===== config.mk =====
export PLATFORM = sky130hd
export DESIGN_NAME = ram_window_map
export DESIGN_NICKNAME = d
export VERILOG_FILES = /design/src/rtl/ram_window_pkg.sv /design/src/rtl/rwm_ctl_decode.sv /design/src/rtl/rwm_base_reg.sv /design/src/rtl/rwm_hit_cmp.sv /design/src/rtl/ram_window_map.sv
export SDC_FILE = /design/constraint.sdc
export NUM_CORES = 1
export LEC_CHECK = 0
export ABC_AREA = 0
export CAP_MARGIN = 20
export CORE_UTILIZATION = 37
export CTS_BUF_LIST = sky130_fd_sc_hd__clkbuf_2 sky130_fd_sc_hd__clkbuf_4 sky130_fd_sc_hd__clkbuf_8
export CTS_CLUSTER_SIZE = 8
export DETAILED_ROUTE_END_ITERATION = 12
export GPL_ROUTABILITY_DRIVEN = 0
export PLACE_DENSITY_LB_ADDON = 0.12
export SLEW_MARGIN = 10
export SYNTH_ARGS = -nofsm -noshare
export SYNTH_HDL_FRONTEND = slang
export SYNTH_SLANG_ARGS = --single-unit

===== constraint.sdc =====
create_clock -name clk -period 4.1 [get_ports clk]
set_input_delay 0.41 -clock clk [delete_from_list [all_inputs] [get_ports clk]]
set_output_delay 0.41 -clock clk [all_outputs]
set_load 0.01 [all_outputs]

===== src/rtl/ram_window_pkg.sv =====
package ram_window_pkg;
  localparam int LANE_W = 8;

  typedef enum logic [1:0] {
    ACC_NONE  = 2'd0,
    ACC_READ  = 2'd1,
    ACC_WRITE = 2'd2
  } acc_e;
endpackage


===== src/rtl/rwm_ctl_decode.sv =====
module rwm_ctl_decode
  import ram_window_pkg::*;
#(
  parameter int ADDR_W   = 24,
  parameter int CTL_LOG2 = 6,
  parameter logic [ADDR_W-1:0] CTL_BASE = 24'h30_0000,
  parameter int REG_OFS  = 4
) (
  input  logic [ADDR_W-1:0] addr,
  input  logic              valid,
  input  logic              write,
  input  logic              be_any,
  output logic              ctl_hit,
  output acc_e              reg_acc
);
  localparam int TAG_W = ADDR_W - CTL_LOG2;
  localparam logic [TAG_W-1:0] CTL_TAG = CTL_BASE[ADDR_W-1:CTL_LOG2];
  localparam logic [CTL_LOG2-1:0] OFS_V = CTL_LOG2'(REG_OFS);

  logic at_reg;

  // window decode never looks at the array state
  assign ctl_hit = (addr[ADDR_W-1:CTL_LOG2] == CTL_TAG);
  assign at_reg  = ctl_hit && (addr[CTL_LOG2-1:1] == OFS_V[CTL_LOG2-1:1]) && !addr[0];

  always_comb begin
    reg_acc = ACC_NONE;
    if (valid && at_reg) begin
      if (!write)      reg_acc = ACC_READ;
      else if (be_any) reg_acc = ACC_WRITE;
    end
  end
endmodule


===== src/rtl/rwm_base_reg.sv =====
module rwm_base_reg
  import ram_window_pkg::*;
#(
  parameter int REG_W  = 16,
  parameter int BASE_W = 11
) (
  input  logic                    clk,
  input  logic                    mrst_n,
  input  logic                    wr_en,
  input  logic [REG_W/LANE_W-1:0] be,
  input  logic [REG_W-1:0]        wdata,
  output logic [REG_W-1:0]        img_q,
  output logic                    dis_q,
  output logic                    locked_q
);
  localparam int LANES = REG_W / LANE_W;
  localparam logic [REG_W-1:0] FIELD_MASK = {{BASE_W{1'b1}}, {(REG_W-BASE_W){1'b0}}};

  logic [REG_W-1:0] lane_mask;
  logic [REG_W-1:0] wr_mask;
  logic             take;

  for (genvar l = 0; l < LANES; l++) begin : g_lane
    assign lane_mask[l*LANE_W +: LANE_W] = {LANE_W{be[l]}};
  end

  assign wr_mask = lane_mask & FIELD_MASK;
  assign take    = wr_en && !locked_q;

  always_ff @(posedge clk or negedge mrst_n) begin
    if (!mrst_n) begin
      img_q    <= '0;
      dis_q    <= 1'b1;
      locked_q <= 1'b0;
    end else if (take) begin
      img_q    <= (img_q & ~wr_mask) | (wdata & wr_mask);
      dis_q    <= 1'b0;
      locked_q <= 1'b1;
    end
  end
endmodule


===== src/rtl/rwm_hit_cmp.sv =====
module rwm_hit_cmp #(
  parameter int ADDR_W   = 24,
  parameter int WIN_LOG2 = 13
) (
  input  logic [ADDR_W-WIN_LOG2-1:0] addr_tag,
  input  logic [ADDR_W-WIN_LOG2-1:0] base,
  input  logic                       dis,
  output logic                       hit
);
  assign hit = !dis && (addr_tag == base);
endmodule


===== src/rtl/ram_window_map.sv =====
module ram_window_map
  import ram_window_pkg::*;
#(
  parameter int ADDR_W   = 24,
  parameter int WIN_LOG2 = 13,
  parameter int REG_W    = 16,
  parameter int CTL_LOG2 = 6,
  parameter logic [ADDR_W-1:0] CTL_BASE = 24'h30_0000,
  parameter int REG_OFS  = 4
) (
  input  logic                    clk,
  input  logic                    mrst_n,
  input  logic                    bus_valid,
  output logic                    bus_ready,
  input  logic                    bus_write,
  input  logic [ADDR_W-1:0]       bus_addr,
  input  logic [REG_W/LANE_W-1:0] bus_be,
  input  logic [REG_W-1:0]        bus_wdata,
  output logic [REG_W-1:0]        bus_rdata,
  output logic                    arr_hit,
  output logic                    ctl_hit
);
  localparam int BASE_W = ADDR_W - WIN_LOG2;

  acc_e             reg_acc;
  logic [REG_W-1:0] img_q;
  logic             dis_q;
  logic             locked_q;
  logic [REG_W-1:0] view;

  assign bus_ready = 1'b1;

  rwm_ctl_decode #(
    .ADDR_W(ADDR_W), .CTL_LOG2(CTL_LOG2), .CTL_BASE(CTL_BASE), .REG_OFS(REG_OFS)
  ) dec_i (
    .addr(bus_addr), .valid(bus_valid), .write(bus_write),
    .be_any(|bus_be), .ctl_hit(ctl_hit), .reg_acc(reg_acc)
  );

  rwm_base_reg #(.REG_W(REG_W), .BASE_W(BASE_W)) reg_i (
    .clk(clk), .mrst_n(mrst_n), .wr_en(reg_acc == ACC_WRITE),
    .be(bus_be), .wdata(bus_wdata),
    .img_q(img_q), .dis_q(dis_q), .locked_q(locked_q)
  );

  rwm_hit_cmp #(.ADDR_W(ADDR_W), .WIN_LOG2(WIN_LOG2)) cmp_i (
    .addr_tag(bus_addr[ADDR_W-1:WIN_LOG2]),
    .base(img_q[REG_W-1 -: BASE_W]),
    .dis(dis_q),
    .hit(arr_hit)
  );

  assign view      = img_q | {{(REG_W-1){1'b0}}, dis_q};
  assign bus_rdata = (reg_acc == ACC_READ) ? view : '0;
endmodule


==> Word level (Yosys, flattened, before mapping) <==
Cells that the tools add are included.
{ "classes": {"eq_ne": 5, "n_bitwise": 5, "mux": 4, "reduce_logical": 9} }
{ "op_table": {"columns": ["operator", "n"], "rows": [
  ["bitwise AND 16 bit", 2],
  ["equality test 18 x 16 -> 1 bit (second input constant)", 1],
  ["2-to-1 mux 16 bit", 1],
  ["NOT 16 bit", 1],
  ["bitwise OR 16 x 1 -> 16 bit", 1],
  ["bitwise OR 16 bit", 1],
  ["equality test 11 bit", 1],
  ["2-to-1 mux 2 bit", 3],
  ["equality test 5 x 2 -> 1 bit (second input constant)", 1],
  ["logical AND 1 bit", 5],
  ["zero test 1 bit", 3],
  ["equality test 2 x 1 -> 1 bit (second input constant)", 1],
  ["equality test 2 bit (second input constant)", 1],
  ["OR reduction 2 bit", 1]
]} }
{ "totals": {"output_inout_bits": 19, "wordCells": 26, "ff_bits": 18, "input_bits": 46} }

==> Logic depth before layout (Yosys ltp) <==
Gate-level depths: netlist of run 1.
{ "logic_depth": {"depth_word": 7, "ltp_mapped": 5, "depth_no_buf": 4} }

==> Cells and area by module <==
From an unflattened synthesis of run 1, not the netlist that was laid out.
{ "hier_totals": {"cells_unflattened": 85, "area_unflattened_um2": 935.9} }
{ "modules_own_cells": {"columns": ["mod", "cells_per_inst", "seq_area_each_um2", "area_each_um2", "instances"], "rows": [
  ["rwm_base_reg", 35, 326.6, 536.8, 1],
  ["ram_window_map", 22, 0.0, 166.4, 1],
  ["rwm_hit_cmp", 15, 0.0, 126.4, 1],
  ["rwm_ctl_decode", 13, 0.0, 106.4, 1]
]} }

==> Worst setup path after synthesis of run 1 <==
OpenSTA, ideal clock, no wires.
{ "synth_timing": {"kind": "input-to-output", "start": "in bus_addr[3]", "end": "out bus_rdata[10]", "path_slack_ps": 1884, "path_buffers": 1, "required_ps": 3690, "stages": 5, "arrival_ps": 1806, "path_cell_list": "or4b_4 > nor4b_4 > and4bb_1 > buf_4 > and2_1"} }
{ "synth_via": {"elab_chain_cells": 7} }
{ "synth_lines": {"columns": ["item", "line_no", "source"], "rows": [
  ["start, declared", "ram_window_map.sv:16", "input logic [ADDR_W-1:0] bus_addr,"],
  ["equality test 5 x 2 -> 1 bit", "rwm_ctl_decode.sv:24", "assign at_reg = ctl_hit && (addr[CTL_LOG2-1:1] == OFS_V[CTL_LOG2-1:1]) && !addr[0];"],
  ["logical AND 1 bit (2 in series)", "rwm_ctl_decode.sv:24", null],
  ["logical AND 1 bit", "rwm_ctl_decode.sv:28", "if (valid && at_reg) begin"],
  ["2-to-1 mux 2 bit", "rwm_ctl_decode.sv:28", null],
  ["equality test 2 x 1 -> 1 bit", "ram_window_map.sv:54", "assign bus_rdata = (reg_acc == ACC_READ) ? view : '0;"],
  ["2-to-1 mux 16 bit", "ram_window_map.sv:54", null],
  ["end, declared", "ram_window_map.sv:19", "output logic [REG_W-1:0] bus_rdata,"]
]} }
Every way passes these cells.

==> Worst setup path after layout of run 1 <==
{ "layout_timing": {"start": "in bus_addr[3]", "end": "out bus_rdata[14]"} }
Same word-level chain as after synthesis.

==> flow_summary.toml, run 1 <==
[status]
outcome = "finished clean"

[route]
wirelength_um = 2140
viasPerCell = 4.87
drt_first_pass_iters = 2
vias = 774
final_antenna_net_count = 0
drt_iter0_drc = 2
drc = 0
avgRoutedWirePerCell_um = 13.5

[job]
max_cap_violations = 0

[power]
switchingPower_uw = 61.5
p_per_area_nw_per_um2 = 184
p_int_uw = 204
ir_worst_vdd_uv = 194
clkPwrFrac_pct = 30.5
leakagePower_nw = 0.611
swShare_pct = 23.2
p_total_uw = 265
pwr-share-comb_pct = 21.3
p_seq_share_pct = 48.3

[place]
port_buffers = 54
hpwl_um = 1710

[worst_setup_path]
worstSetupStartpointType = "input port"
worstPathMaxFanout = 12
crit_chain = "clkdlybuf4s50_1, or4b_4, nor4b_4, and4bb_1, and2_1, clkdlybuf4s50_1"
crit_top_cell = "clkdlybuf4s50_1"
cp_slowest_stage_delay_ns = 0.55
crit_slowest_cell = "or4b_4"
timing.rr.start = "reg_i.locked_q$_DFFE_PN0P_"
crit_family = "simple AND/OR/NAND/NOR gates"
path_buf_inv = 2
setup.worst_path.class = "in2out"
reg2reg_depth = 3
crit_path_end_kind = "primary output"
cp.arrival_ns = 2.87
reg2reg_slack_ns = 2.62
crit_cells = 6
required_ns = 3.69

[timing]
slew_headroom_pct = 60.3
setup_viol = 0
fin_skew_ns = 0.00256
hold_viol_final = 0
slew_viol_final = 0
period_share_pct = 80.1
grt_setup_unrepaired = "false"
worst_pin_slew_ns = 0.593
period_needed_ns = 3.28
fin_tns_setup_ns = 0
fmax_ghz = 0.305

[die]
dieArea_um2 = 2560
die_x_um = 50.6
core-area_um2 = 2210
ioPinCount = 65
fp.dieH_um = 50.6
row_count = 17
initial_utilization_pct = 39.5

[yosys]
synth_seq_cells = 13
yosysWarnings = 0
ys_types = 22
yosysSeqAreaShare_pct = 37.4
syn-cell-area_um2 = 873
synthCells = 76
synth.avg_cell_area_um2 = 11.5

[layout]
layout-drive-gt1-share_pct = 16.8
post-route-util_pct = 65.2
final_common_cell = "clkdlybuf4s50_1"
mostFrequentLayoutCells = "54 x clkdlybuf4s50_1, 12 x and2_1, 12 x dfrtp_1"
num-nets-final = 178
antenna_cells = 0
area_delta_synth_final_pct = 65.2

[cts]
clk_latency_ns = 0.28
post_cts_resized = 0
clockRootBuffer = "clkbuf_4"
clk_pin_slew_ns = 0.08
hold_buffers = 0
post_cts_buffers = 0
clock_sinks = 13
cts.path.max_buffers = 2
tritoncts = "built"
h-tree-depth = 1
cts_buffers = 3

[worst_hold_path]
min_from = "reg_i.dis_q$_DFFE_PN1P_"
hold_path_end = "reg_i.dis_q$_DFFE_PN1P_"
worstHoldPathCells = 1
hold_class = "reg2reg"

[grt]
globalRouteOverflowTotal = 0
grt_max_degree = 14
antenna_found_initial = 0
track_usage_pct = 19.0
grt_pass1_vias = 787
grt_pass1_wl_um = 3420
-- layout make-up --
cell class | count | area [µm²]
clock inverter | 1 | 5.00
clock buffer | 3 | 22.5
fill | 201 | 769
sequential | 13 | 327
tap | 28 | 35.0
multi-input combinational | 60 | 513
timing repair buffer | 54 | 541
-- worst max path at each step --
stage                                to   startpoint
after floorplan           bus_rdata[10]  bus_addr[3]
after global placement     bus_rdata[6]  bus_addr[3]
after detailed placement   bus_rdata[6]  bus_addr[3]
after CTS                 bus_rdata[14]  bus_addr[3]
after global routing      bus_rdata[13]  bus_addr[3]
final                     bus_rdata[14]  bus_addr[3]
-- logic make-up (layout without fill, tap and decap cells) --
group / count (synthesis) / after routing / share of synthesized area (%)
AND/OR/NAND/NOR: 33 / 33 / 31.4
flip-flops: 13 / 13 / 37.4
XOR/XNOR: 11 / 11 / 11.0
multiplexers: 11 / 11 / 14.2
buffers and inverters: 6 / 58 / 5.16
other: 2 / 5 / 0.860
-- cell usage after synthesis (all sizes together) --
library cell	instances	area share, %
and2	12	8.6
dfrtp	12	34
mux2	11	14
xnor2	8	8.0
buf	6	5.2
nand4	4	4.6
nor4	3	2.1
xor2	3	3.0
conb	2	0.86
nor2	2	0.86
nor2b	2	1.4
nor4b	2	5.4
and3	1	0.86
and4	1	1.0
and4bb	1	1.4
dfstp	1	3.0
nand4bb	1	1.3
nor3	1	0.57
or2	1	0.72
or4	1	0.86
or4b	1	1.6
-- metal layers --
layer	vias to the layer above	share of wire (%)	track usage [%]
li1	370	-	-
met1	357	38	19.5
met2	38	49	32.0
met3	9	8.2	5.76
met4	0	4.3	14.8
met5	-	0	0
-- power groups by stage --
| stage | logic, mW | clock network [mW] | registers [mW] |
|---|---|---|---|
| floorplan | 0.0146 | 0 | 0.131 |
| global placement | 0.0560 | 0 | 0.131 |
| detailed placement | 0.0570 | 0 | 0.131 |
| CTS | 0.0572 | 0.0842 | 0.128 |
| global route | 0.0608 | 0.0898 | 0.128 |
| finish | 0.0564 | 0.0809 | 0.128 |
-- stage by stage --
step | instances | hold slack (ns) | cell area (µm²) | setup WS (ns)
2_1_floorplan | 79 | 0.114 | 885 | 1.88
3_3_place_gp | 155 | 0.474 | 1420 | 0.757
3_5_place_dp | 155 | 0.479 | 1420 | 0.765
4_1_cts | 159 | 0.492 | 1440 | 0.754
5_1_grt | 159 | 0.506 | 1440 | 0.635
6_report | 159 | 0.490 | 1440 | 0.817
Power figures use the tool's default switching activity.
==> inputs of run 2 (changes only) <==
--- a/config.mk
+++ b/config.mk
@@ -7,7 +7,7 @@
 export LEC_CHECK = 0
 export ABC_AREA = 0
 export CAP_MARGIN = 20
-export CORE_UTILIZATION = 37
+export CORE_UTILIZATION = 35
 export CTS_BUF_LIST = sky130_fd_sc_hd__clkbuf_2 sky130_fd_sc_hd__clkbuf_4 sky130_fd_sc_hd__clkbuf_8
 export CTS_CLUSTER_SIZE = 8
 export DETAILED_ROUTE_END_ITERATION = 12
==> constraint.sdc (replaced) <==
create_clock -name clk -period 3.44 [get_ports clk]
set_input_delay 0.344 -clock clk [delete_from_list [all_inputs] [get_ports clk]]
set_output_delay 0.344 -clock clk [all_outputs]
set_load 0.01 [all_outputs]
==> run 2 against run 1 <==
Compared with the run above: cell count rose by 0.63%; power rose by 21%; utilization fell by 1.4 points; die area rose by 5.5%; critical path depth did not move; hold slack got worse by 0.062 ns; design area rose by 0.69%.
==> flow_summary.toml, run 2 (synthesized netlist as in run 1, its figures left out) <==
[timing]
period_needed_ns = 3.09
hold_viol_final = 0
slew_headroom_pct = 62.1
setup_viol = 0
worst_hold_slack_ns = 0.428
fin_tns_setup_ns = 0
grt_setup_unrepaired = "false"
fmax_ghz = 0.324
slew_viol_final = 0
setup_slack_ns = 0.351
fin_skew_ns = 0.00200
worst_pin_slew_ns = 0.567
period_share_pct = 89.8

[worst_setup_path]
reg2reg_slack_ns = 1.98
worstPathMaxFanout = 12
required_ns = 3.10
crit_path_end_kind = "primary output"
worstSetupStartpointType = "input port"
reg2reg_depth = 3
timing.rr.start = "reg_i.locked_q$_DFFE_PN0P_"
setup.worst_path.class = "in2out"
cp.arrival_ns = 2.75

[layout]
fin_cells = 160
area_delta_synth_final_pct = 66.3
final_common_cell = "clkdlybuf4s50_1"
antenna_cells = 0
mostFrequentLayoutCells = "54 x clkdlybuf4s50_1, 12 x and2_1, 12 x dfrtp_1"
final_cell_area_um2 = 1450
layout-drive-gt1-share_pct = 17.4
num-nets-final = 179

[place]
dpl-instance-area_um2 = 1420
dp.cells = 156
port_buffers = 54
place_ws_ns = 0.346
hpwl_um = 1780

[route]
drt_iter0_drc = 3
viasPerCell = 4.82
final_antenna_net_count = 0
vias = 771
avgRoutedWirePerCell_um = 13.6
drc = 0
drt_first_pass_iters = 4
wirelength_um = 2180

[die]
fp.dieH_um = 52.0
die_x_um = 52.0
row_count = 17
ioPinCount = 65
dieArea_um2 = 2700
core-area_um2 = 2280
initial_utilization_pct = 38.4

[status]
outcome = "finished clean"

[grt]
antenna_found_initial = 0
met3_usage_pct = 5.26
globalRouteOverflowTotal = 0
grt_pass1_vias = 799
grt_max_degree = 14
track_usage_pct = 18.7
met2_usage_pct = 31.0
busiest_layer = "met2"
grt_use_met1_pct = 22.3
grt_pass1_wl_um = 3550

[cts]
clock_sinks = 13
cts.path.max_buffers = 2
clockRootBuffer = "clkbuf_4"
clk_pin_slew_ns = 0.08
post_cts_buffers = 0
tritoncts = "built"
post_cts_resized = 0
clk_latency_ns = 0.27
hold_buffers = 0
h-tree-depth = 1
cts_buffers = 3

[power]
leakagePower_nw = 0.617
p_per_area_nw_per_um2 = 222
ir_worst_vdd_uv = 193

[job]
max_cap_violations = 0

[worst_hold_path]
hold_class = "in2async"
==> run 2: cell types whose count changed in the layout (fill, tap and decap cells not counted) <==
cell / previous run / this run
clkinv_2: 1 / 0
clkbuf_4: 3 / 4
buf_4: 0 / 1
==> run 2: layout make-up <==
type / instances / area [µm²]
Multi-Input combinational cell: 60 / 513
Tap cell: 28 / 35.0
Clock buffer: 4 / 30.0
Sequential cell: 13 / 327
Fill cell: 203 / 823
Timing Repair Buffer: 55 / 548
==> run 2: layer usage <==
| metal | vias up | part of all wire (%) |
|---|---|---|
| met3 | 4 | 10 |
| met5 | - | 0 |
| li1 | 370 | - |
| met1 | 353 | 41 |
| met4 | 0 | 1.2 |
| met2 | 44 | 47 |
==> run 2: where the power goes <==
part / internal, mW / switching, mW / leakage [nW] / total (mW)
Sequential: 0.153 / 0.0000000601 / 0.178 / 0.153
Clock: 0.0528 / 0.0494 / 0.0184 / 0.102
Combinational: 0.0472 / 0.0200 / 0.421 / 0.0672
==> run 2: critical path, stage by stage <==
cell             delay [ns]
clkdlybuf4s50_1        0.40
or4b_4                 0.55
nor4b_4                0.23
and4bb_1               0.47
and2_1                 0.20
clkdlybuf4s50_1        0.54
==> run 2: per-stage QoR <==
step / utilization (%) / power [mW]
final: 63.8 / 0.322
after CTS: 63.8 / 0.326
after global placement: 62.5 / 0.222
after floorplan: - / 0.173
after global routing: 63.8 / 0.340
after detailed placement: 62.5 / 0.223
==> run 2: how the worst max path moves through the flow <==
| stage | from | end | slack (ns) |
|---|---|---|---|
| global route | bus_addr[13] | bus_rdata[5] | 0.19 |
| finish | bus_addr[3] | bus_rdata[8] | 0.35 |
| global placement | bus_addr[3] | bus_rdata[8] | 0.35 |
| CTS | bus_addr[3] | bus_rdata[8] | 0.34 |
| detailed placement | bus_addr[3] | bus_rdata[9] | 0.35 |
| floorplan | bus_addr[3] | bus_rdata[10] | 1.36 |
